--- src/rtl/irq_wake_pkg.sv ---
package irq_wake_pkg;
  localparam int REG_W = 32;

  typedef enum logic [1:0] {
    PM_RUN   = 2'd0,
    PM_SLEEP = 2'd1,
    PM_STOP  = 2'd2,
    PM_RSVD  = 2'd3
  } pwr_mode_e;
endpackage

--- src/rtl/wake_en_reg.sv ---
module wake_en_reg #(
  parameter int N_SRC = 28,
  parameter int REG_W = 32
) (
  input  logic             clk_i,
  input  logic             rst_ni,
  input  logic             wr_en_i,
  input  logic [REG_W-1:0] wr_data_i,
  output logic [N_SRC-1:0] en_o,
  output logic [REG_W-1:0] rd_data_o
);
  localparam int PAD_W = REG_W - N_SRC;

  logic [N_SRC-1:0] en_q;

  // source s lives at register bit REG_W-1-s
  for (genvar s = 0; s < N_SRC; s++) begin : g_bit
    always_ff @(posedge clk_i or negedge rst_ni) begin
      if (!rst_ni)      en_q[s] <= 1'b0;
      else if (wr_en_i) en_q[s] <= wr_data_i[REG_W-1-s];
    end
    assign rd_data_o[REG_W-1-s] = en_q[s];
  end

  if (PAD_W > 0) begin : g_pad
    assign rd_data_o[PAD_W-1:0] = '0;
  end

  assign en_o = en_q;
endmodule

--- src/rtl/prio_pick.sv ---
module prio_pick #(
  parameter int N_SRC = 28,
  parameter int LVL_W = 3,
  parameter int IDX_W = 5
) (
  input  logic [N_SRC-1:0]       req_i,
  input  logic [N_SRC*LVL_W-1:0] lvl_i,
  output logic [IDX_W-1:0]       idx_o,
  output logic [LVL_W-1:0]       lvl_o,
  output logic                   vld_o
);
  logic [N_SRC-1:0][LVL_W-1:0] eff_lvl;

  // level 0 or idle request counts as absent
  for (genvar s = 0; s < N_SRC; s++) begin : g_eff
    assign eff_lvl[s] = req_i[s] ? lvl_i[s*LVL_W +: LVL_W] : '0;
  end

  // scan from last to first; >= lets lower index take ties
  always_comb begin
    idx_o = '0;
    lvl_o = '0;
    for (int s = N_SRC - 1; s >= 0; s--) begin
      if (eff_lvl[s] != '0 && eff_lvl[s] >= lvl_o) begin
        idx_o = IDX_W'(s);
        lvl_o = eff_lvl[s];
      end
    end
    vld_o = (lvl_o != '0);
  end
endmodule

--- src/rtl/wake_qual.sv ---
module wake_qual
  import irq_wake_pkg::*;
#(
  parameter int               N_SRC    = 28,
  parameter logic [N_SRC-1:0] EXT_MASK = 28'h600000F
) (
  input  logic [N_SRC-1:0] req_i,
  input  logic [N_SRC-1:0] en_i,
  input  logic [1:0]       pwr_mode_i,
  output logic             wake_o
);
  logic [N_SRC-1:0] armed;

  assign armed = req_i & en_i;

  always_comb begin
    unique case (pwr_mode_e'(pwr_mode_i))
      PM_SLEEP: wake_o = |armed;
      PM_STOP:  wake_o = |(armed & EXT_MASK);
      default:  wake_o = 1'b0;
    endcase
  end
endmodule

--- src/rtl/irq_wake_arbiter.sv ---
module irq_wake_arbiter
  import irq_wake_pkg::*;
#(
  parameter int               N_SRC    = 28,
  parameter int               LVL_W    = 3,
  parameter logic [N_SRC-1:0] EXT_MASK = 28'h600000F,
  localparam int              IDX_W    = $clog2(N_SRC)
) (
  input  logic                   clk_i,
  input  logic                   rst_ni,
  input  logic [N_SRC-1:0]       req_i,
  input  logic [N_SRC*LVL_W-1:0] lvl_i,
  input  logic [1:0]             pwr_mode_i,
  input  logic                   wr_en_i,
  input  logic [REG_W-1:0]       wr_data_i,
  output logic [REG_W-1:0]       rd_data_o,
  output logic [IDX_W-1:0]       win_idx_o,
  output logic [LVL_W-1:0]       win_lvl_o,
  output logic                   win_vld_o,
  output logic                   wake_o
);
  logic [N_SRC-1:0] en;
  logic [IDX_W-1:0] pick_idx;
  logic [LVL_W-1:0] pick_lvl;
  logic             pick_vld;
  logic             wake_d;

  wake_en_reg #(.N_SRC(N_SRC), .REG_W(REG_W)) i_en_reg (
    .clk_i     (clk_i),
    .rst_ni    (rst_ni),
    .wr_en_i   (wr_en_i),
    .wr_data_i (wr_data_i),
    .en_o      (en),
    .rd_data_o (rd_data_o)
  );

  prio_pick #(.N_SRC(N_SRC), .LVL_W(LVL_W), .IDX_W(IDX_W)) i_pick (
    .req_i (req_i),
    .lvl_i (lvl_i),
    .idx_o (pick_idx),
    .lvl_o (pick_lvl),
    .vld_o (pick_vld)
  );

  wake_qual #(.N_SRC(N_SRC), .EXT_MASK(EXT_MASK)) i_qual (
    .req_i      (req_i),
    .en_i       (en),
    .pwr_mode_i (pwr_mode_i),
    .wake_o     (wake_d)
  );

  always_ff @(posedge clk_i or negedge rst_ni) begin
    if (!rst_ni) begin
      win_idx_o <= '0;
      win_lvl_o <= '0;
      win_vld_o <= 1'b0;
      wake_o    <= 1'b0;
    end else begin
      win_idx_o <= pick_idx;
      win_lvl_o <= pick_lvl;
      win_vld_o <= pick_vld;
      wake_o    <= wake_d;
    end
  end
endmodule

--- config.mk ---
export PLATFORM = sky130hd
export DESIGN_NAME = irq_wake_arbiter
export DESIGN_NICKNAME = d
export VERILOG_FILES = /design/src/rtl/irq_wake_pkg.sv /design/src/rtl/wake_en_reg.sv /design/src/rtl/prio_pick.sv /design/src/rtl/wake_qual.sv /design/src/rtl/irq_wake_arbiter.sv
export SDC_FILE = /design/constraint.sdc
export NUM_CORES = 1
export LEC_CHECK = 0
export ABC_AREA = 0
export BUFFER_PORTS_ARGS = -buffer_cell sky130_fd_sc_hd__buf_2
export CAP_MARGIN = 25
export CELL_PAD_IN_SITES_DETAIL_PLACEMENT = 0
export CELL_PAD_IN_SITES_GLOBAL_PLACEMENT = 2
export CORE_UTILIZATION = 26
export DETAILED_ROUTE_END_ITERATION = 8
export GPL_ROUTABILITY_DRIVEN = 0
export PLACE_DENSITY = 0.86
export REMOVE_ABC_BUFFERS = 1
export SLEW_MARGIN = 20
export SYNTH_ARGS = -nofsm -noshare
export SYNTH_HDL_FRONTEND = slang
export SYNTH_SLANG_ARGS = --single-unit
--- constraint.sdc ---
create_clock -name clk_i -period 1.4 [get_ports clk_i]
set_clock_uncertainty 0.2 [all_clocks]
set_input_delay 0.14 -clock clk_i [delete_from_list [all_inputs] [get_ports clk_i]]
set_output_delay 0.14 -clock clk_i [all_outputs]
set_load 0.02 [all_outputs]
==> results.md, run 1 <==
- Outcome: finished, violations left
- Failing checks: setup timing
- # fillers: between 2000 and 2500
- Worst slew pin tran: 984 ps
- IO buf count: 182
- Count of different cell masters after synthesis: 91
- Slew headroom: 32.7%
- Synthesized area: 6180 sq um
- Die area: 24400 sq um
- DP Area: 10300 sq um
- Fin cells: 1891
- Crit-path slowest cell: or4b_4
- Pwr Density: 809 nW/um^2
- DR vias: 9640
- Avg Inst Size Synth: 7.24 sq um
- DRT antenna net count: 0
- Max cap viols: 0
- Worst Setup End Kind: flop
- Layout area overhead: 109%
- Worst-Skew Late Latency: between 200 and 300 ps
- Via/cell ratio: 5.10
- Synth Warn #: 0
- Largest net degree at the start of global routing: 29
- Die width: around 160 um
- CTS tree: done
- Crit Path Class: primary input to flop
- CP Launch Type: primary input
- Data required time at the worst endpoint: 1350 ps
- RSZ-0062 raised after global routing: true
- # IOs: 191
- Detailed-route DRC error count: 0
- Initial Util: 26.4%
- Share of cells above drive strength 1: roughly 61%
- Ys async rst share: 100%
- CP bufs+invs: 52
- Max IR drop VDD: between 0.5 and 0.6 mV
- Highest Signal Layer: met4
- Maximum net fanout on the critical path: 4
- Final Cycle Share: 2480%
- Initial antenna violation count: 1
- Mapped Cells: 853
- Number of synthesized flops with an enable pin: 0
- Final setup viols: 10
- Vias in the first global route: 9452
- Cells after DPL: approximately 1700
- #FFs+latches synth: 38
- Drt wl/cell: 16.7 um
- Fmax: 0.0288 GHz
- Hold Slack: 47.5 ps
- Nets: 1752
- Delay-heaviest family, CP: compound AO/OA/AOI/OAI gates
- GRT overflow: 0
- Met1 WL: 13000 um
- Cell mode on critical path: buf_4
- Routed met2 length: 15700 um
- Clock sinks: 38
- CP max stage delay: 480 ps
- Core Util, Final: between 50% and 60%
- Most frequent cells in the layout: buf_4, buf_2, nand2_1
- Number of H-tree levels: 2
- Worst hold path class: primary input to flop
- Die height: 156 um
- Row count: 56
- Clock buffer depth: 2
- WL met3: 1710 um
- Final Slew Violations: 0
- Final hold viol count: 0
- Final instance area: 12900 sq um
- Total global-route track usage: 24.0%
- Total CTS buffers: 5
- Reg clk slew, reported paths: ~60 ps
- DR pass1 iterations: 5
- Setup slack after layout: -33330 ps
- CP arrival: 34670 ps
- Minimum clock period: about 35000 ps
- Core area: between 20000 and 25000 sq um
- Power, Total: 10.5 mW
- CTS Root Cell: clkbuf_16
- DR iter-0 viols: 536
- Leak Pwr: 6.32 nW
- Sequential area share after synthesis: 15.4%
- Most common cell after layout, fill and taps aside: buf_4
- First-pass GRT wire length: 46900 um
- Hpwl dp: 22800 um
- Top FF cell, synth: dfrtp_1
- Total wire length: 31600 um
[stage by stage]
stage                     setup WS [ps]  TNS (ps)
after global placement           -34500   -308970
after CTS                        -32440   -290400
after floorplan                  -34520   -308510
after global routing             -34920   -313150
final                            -33330   -298580
after detailed placement         -35510   -318100
[area by class of cell]
type	instances	area, sq um	share of cell area (%)
Tap cell	319	399	3.09
Antenna cell	1	2.50	0.0194
Timing Repair Buffer	735	5220	40.4
Inverter	33	124	0.959
Sequential cell	38	951	7.36
Clock buffer	7	143	1.10
Multi-Input combinational cell	757	6070	47.0
Clock inverter	1	5.00	0.0387
[worst paths after layout]
check	start	endpoint	slack (ps)	cells after the start
max	req_i[27]	win_vld_o	-33330	227
max in group asynchronous	rst_ni	i_en_reg.en_o[10]	420	3
min	pwr_mode_i[0]	wake_o	50	4
min reg2reg	i_en_reg.en_o[9]	i_en_reg.en_o[9]	380	1
max reg2reg	i_en_reg.en_o[6]	wake_o	-340	6
min in group asynchronous	rst_ni	i_en_reg.en_o[6]	120	2
[what timing repair did]
action / in CTS / in global routing
pin swaps: 139 / 91
hold buffers: 31 / 0
setup endpoints to repair: 10 / 10
hold endpoints to repair: 68 / 0
gates resized for setup: 162 / 97
buffers inserted: 109 / 29
cloned: 0 / 0
[worst reg2reg max path, delay by kind of cell, from the launching register on]
kind	cells	cell delay, ps
flip-flops	1	380
AO/OA/AOI/OAI	2	410
buffers and inverters	1	170
AND/OR/NAND/NOR	3	450
[metal layers]
layer  global-route usage (%)  vias to the layer above
met3                     3.39                       82
met4                     7.94                        0
met5                        0                        -
met1                     29.4                     4522
met2                     42.9                      357
li1                         -                     4679
[flip-flops by register name, indices dropped and copies added, names as in the netlist]
name and flops:
win_idx_o 5, win_vld_o 1, i_en_reg.en_o 28, win_lvl_o 3, wake_o 1
[Yosys cell counts (all sizes together) (16+ instances only)]
cell type  instances  area share [%]
nand2            118             7.3
nor2b             18             1.9
nor2              67             4.1
clkbuf            17             1.0
a21oi             73             6.2
inv               33             2.0
a22oi             22             2.7
and2              24             2.5
o21a              16             1.9
ha                33             6.7
nand2b            27             2.7
o21ai             63             5.2
mux2              31             5.7
dfrtp             38              15
nand3             29             2.4
nor3              18             1.5
[power breakdown]
group	leakage [nW]	switching [mW]	internal [mW]
registers	0.443	0.0884	1.26
clock network	0.0739	0.446	0.707
logic	5.80	3.62	4.33
[kinds of logic after synthesis]
| family | count (synthesis) | share of synthesized area [%] |
|---|---|---|
| other cells | 1 | 0.0607 |
| simple gates | 354 | 28.4 |
| mux | 38 | 6.85 |
| fa+ha+maj | 36 | 7.17 |
| buf+inv | 61 | 4.40 |
| compound gates | 325 | 37.8 |
| flops | 38 | 15.4 |
Power figures use the tool's default switching activity.
==> inputs of run 2 (changes only) <==
--- a/constraint.sdc
+++ b/constraint.sdc
@@ -3,3 +3,3 @@
 set_input_delay 0.14 -clock clk_i [delete_from_list [all_inputs] [get_ports clk_i]]
 set_output_delay 0.14 -clock clk_i [all_outputs]
-set_load 0.02 [all_outputs]
+set_load 0.05 [all_outputs]
==> results.md, run 2 (synthesized netlist as in run 1, its figures left out) <==
- Max reg flops: 28
- Clock buffer depth: 2
- Most common cell after layout, fill and taps aside: buf_4
- Worst Setup End Kind: flop
- DR vias: 9672
- Detailed-route DRC error count: 0
- GRT met3 Usage: 3.39%
- DR pass1 iterations: 5
- Worst slew pin tran: 983 ps
- DRT antenna net count: 0
- Hpwl dp: 22800 um
- Nets: 1752
- Final hold viol count: 0
- Reg clk slew, reported paths: 60 ps
- GRT overflow: 0
- CTS Root Cell: clkbuf_16
- Core area: 23400 sq um
- CP Launch Type: primary input
- CP arrival: roughly 35000 ps
- Clock sinks: 38
- Initial antenna violation count: 1
- Final Slew Violations: 0
- Grt peak-use layer: met2
- Met1 Usage GRT: 29.4%
- DP Worst Slack: -35510 ps
- Layout area overhead: 109%
- Total CTS buffers: 5
- Max IR drop VDD: 0.726 mV
- Die area: 24400 sq um
- Minimum clock period: ~35000 ps
- Register area: 951 sq um
- Final Cycle Share: 2480%
- Fmax: about 0.029 GHz
- Total global-route track usage: 24.0%
- Max cap viols: 0
- CP max stage delay: 480 ps
- Met2 GRT Util: ~43%
- # fillers: 2124
- First-pass GRT wire length: 46900 um
- Die height: 156 um
- Leak Pwr: between 6 and 7 nW
- Slew headroom: between 30% and 40%
- Maximum net fanout on the critical path: 4
- Outcome: finished, violations left
- Vias in the first global route: ~9500
- Worst hold path class: primary input to flop
- # IOs: roughly 190
- Via/cell ratio: 5.11
- Setup slack after layout: -33310 ps
- Most frequent cells in the layout: buf_4, buf_2, nand2_1
- DR iter-0 viols: 525
- CTS tree: done
- Total wire length: 31700 um
- Drt wl/cell: 16.8 um
- Row count: 56
- Crit Path Class: primary input to flop
- Crit-path slowest cell: or4b_4
- Number of H-tree levels: 2
- Cell mode on critical path: buf_4
- Failing checks: setup timing
- Area of the multi-input gates: 6070 sq um
- Share of cells above drive strength 1: between 60 and 70%
- Data required time at the worst endpoint: 1350 ps
- Initial Util: around a quarter
- Worst-Skew Late Latency: 280 ps
- RSZ-0062 raised after global routing: true
- Pwr Density: between 800 and 900 nW/um^2
- Final setup viols: 11
- Power, Total: 10.9 mW
- Largest net degree at the start of global routing: 29
- Die width: 156 um
- IO buf count: around 180
run 2: changes by cell type in the layout (fill, tap and decap cells not counted), sizes merged:
cell    previous run  this run
buf              704       703
clkbuf             7         8
run 2: stage by stage:
stage	utilization (%)	hold WS [ps]	instance area [sq um]	cells	TNS (ps)
after floorplan	-	-356	6040	828	-308660
after global placement	44.0	-124	10300	1718	-308970
after detailed placement	44.0	-125	10300	1718	-318100
after CTS	52.4	28.8	12300	1862	-290400
after global routing	55.2	63.1	12900	1891	-313260
final	55.2	47.5	12900	1891	-298450
run 2: what timing repair did:
action,CTS,global route
endpoints found under the setup margin,11,13
resized for setup,163,99
hold endpoints to repair,68,0
hold buffers,31,0
pin swaps,139,91
buffers inserted,109,29
run 2: final timing paths:
| path | startpoint | end | slack [ps] | depth (start not counted) |
|---|---|---|---|---|
| worst min register to register | i_en_reg.en_o[9] | i_en_reg.en_o[9] | 380 | 1 |
| worst max register to register | i_en_reg.en_o[6] | wake_o | -340 | 6 |
| min in group asynchronous | rst_ni | i_en_reg.en_o[6] | 120 | 2 |
| worst max-delay path | req_i[27] | win_vld_o | -33310 | 229 |
| worst min-delay path | pwr_mode_i[0] | wake_o | 50 | 4 |
| max in group asynchronous | rst_ni | i_en_reg.en_o[10] | 420 | 3 |
run 2: layer usage:
metal	wire length [um]	vias up	share of wire (%)
li1	-	4677	-
met4	1200	0	3.8
met3	1640	84	5.2
met5	0	-	0
met2	15700	333	50
met1	13100	4578	41
run 2: area by class of cell:
class                   count  area share [%]
clock buffers               7            1.10
flip-flops and latches     38            7.36
diodes                      1          0.0194
clock inverters             1          0.0387
repair buffers            735            40.4
multi-input cells         757            47.0
well taps                 319            3.09
inverters                  33           0.959
run 2: worst max-delay path: cells and delay by family:
| kind | cells | cell delay [ps] |
|---|---|---|
| AOI/OAI and AO/OA | 74 | 10640 |
| muxes | 5 | 1520 |
| buffers and inverters | 60 | 7390 |
| and+or+nand+nor | 68 | 9190 |
| adders and majority gates | 22 | 5770 |
run 2: report_power, final:
group	switching [mW]	internal (mW)	leakage [nW]
Clock	0.447	0.707	0.0739
Combinational	4.02	4.33	5.80
Sequential	0.0891	1.26	0.443
Total	4.55	6.30	6.32
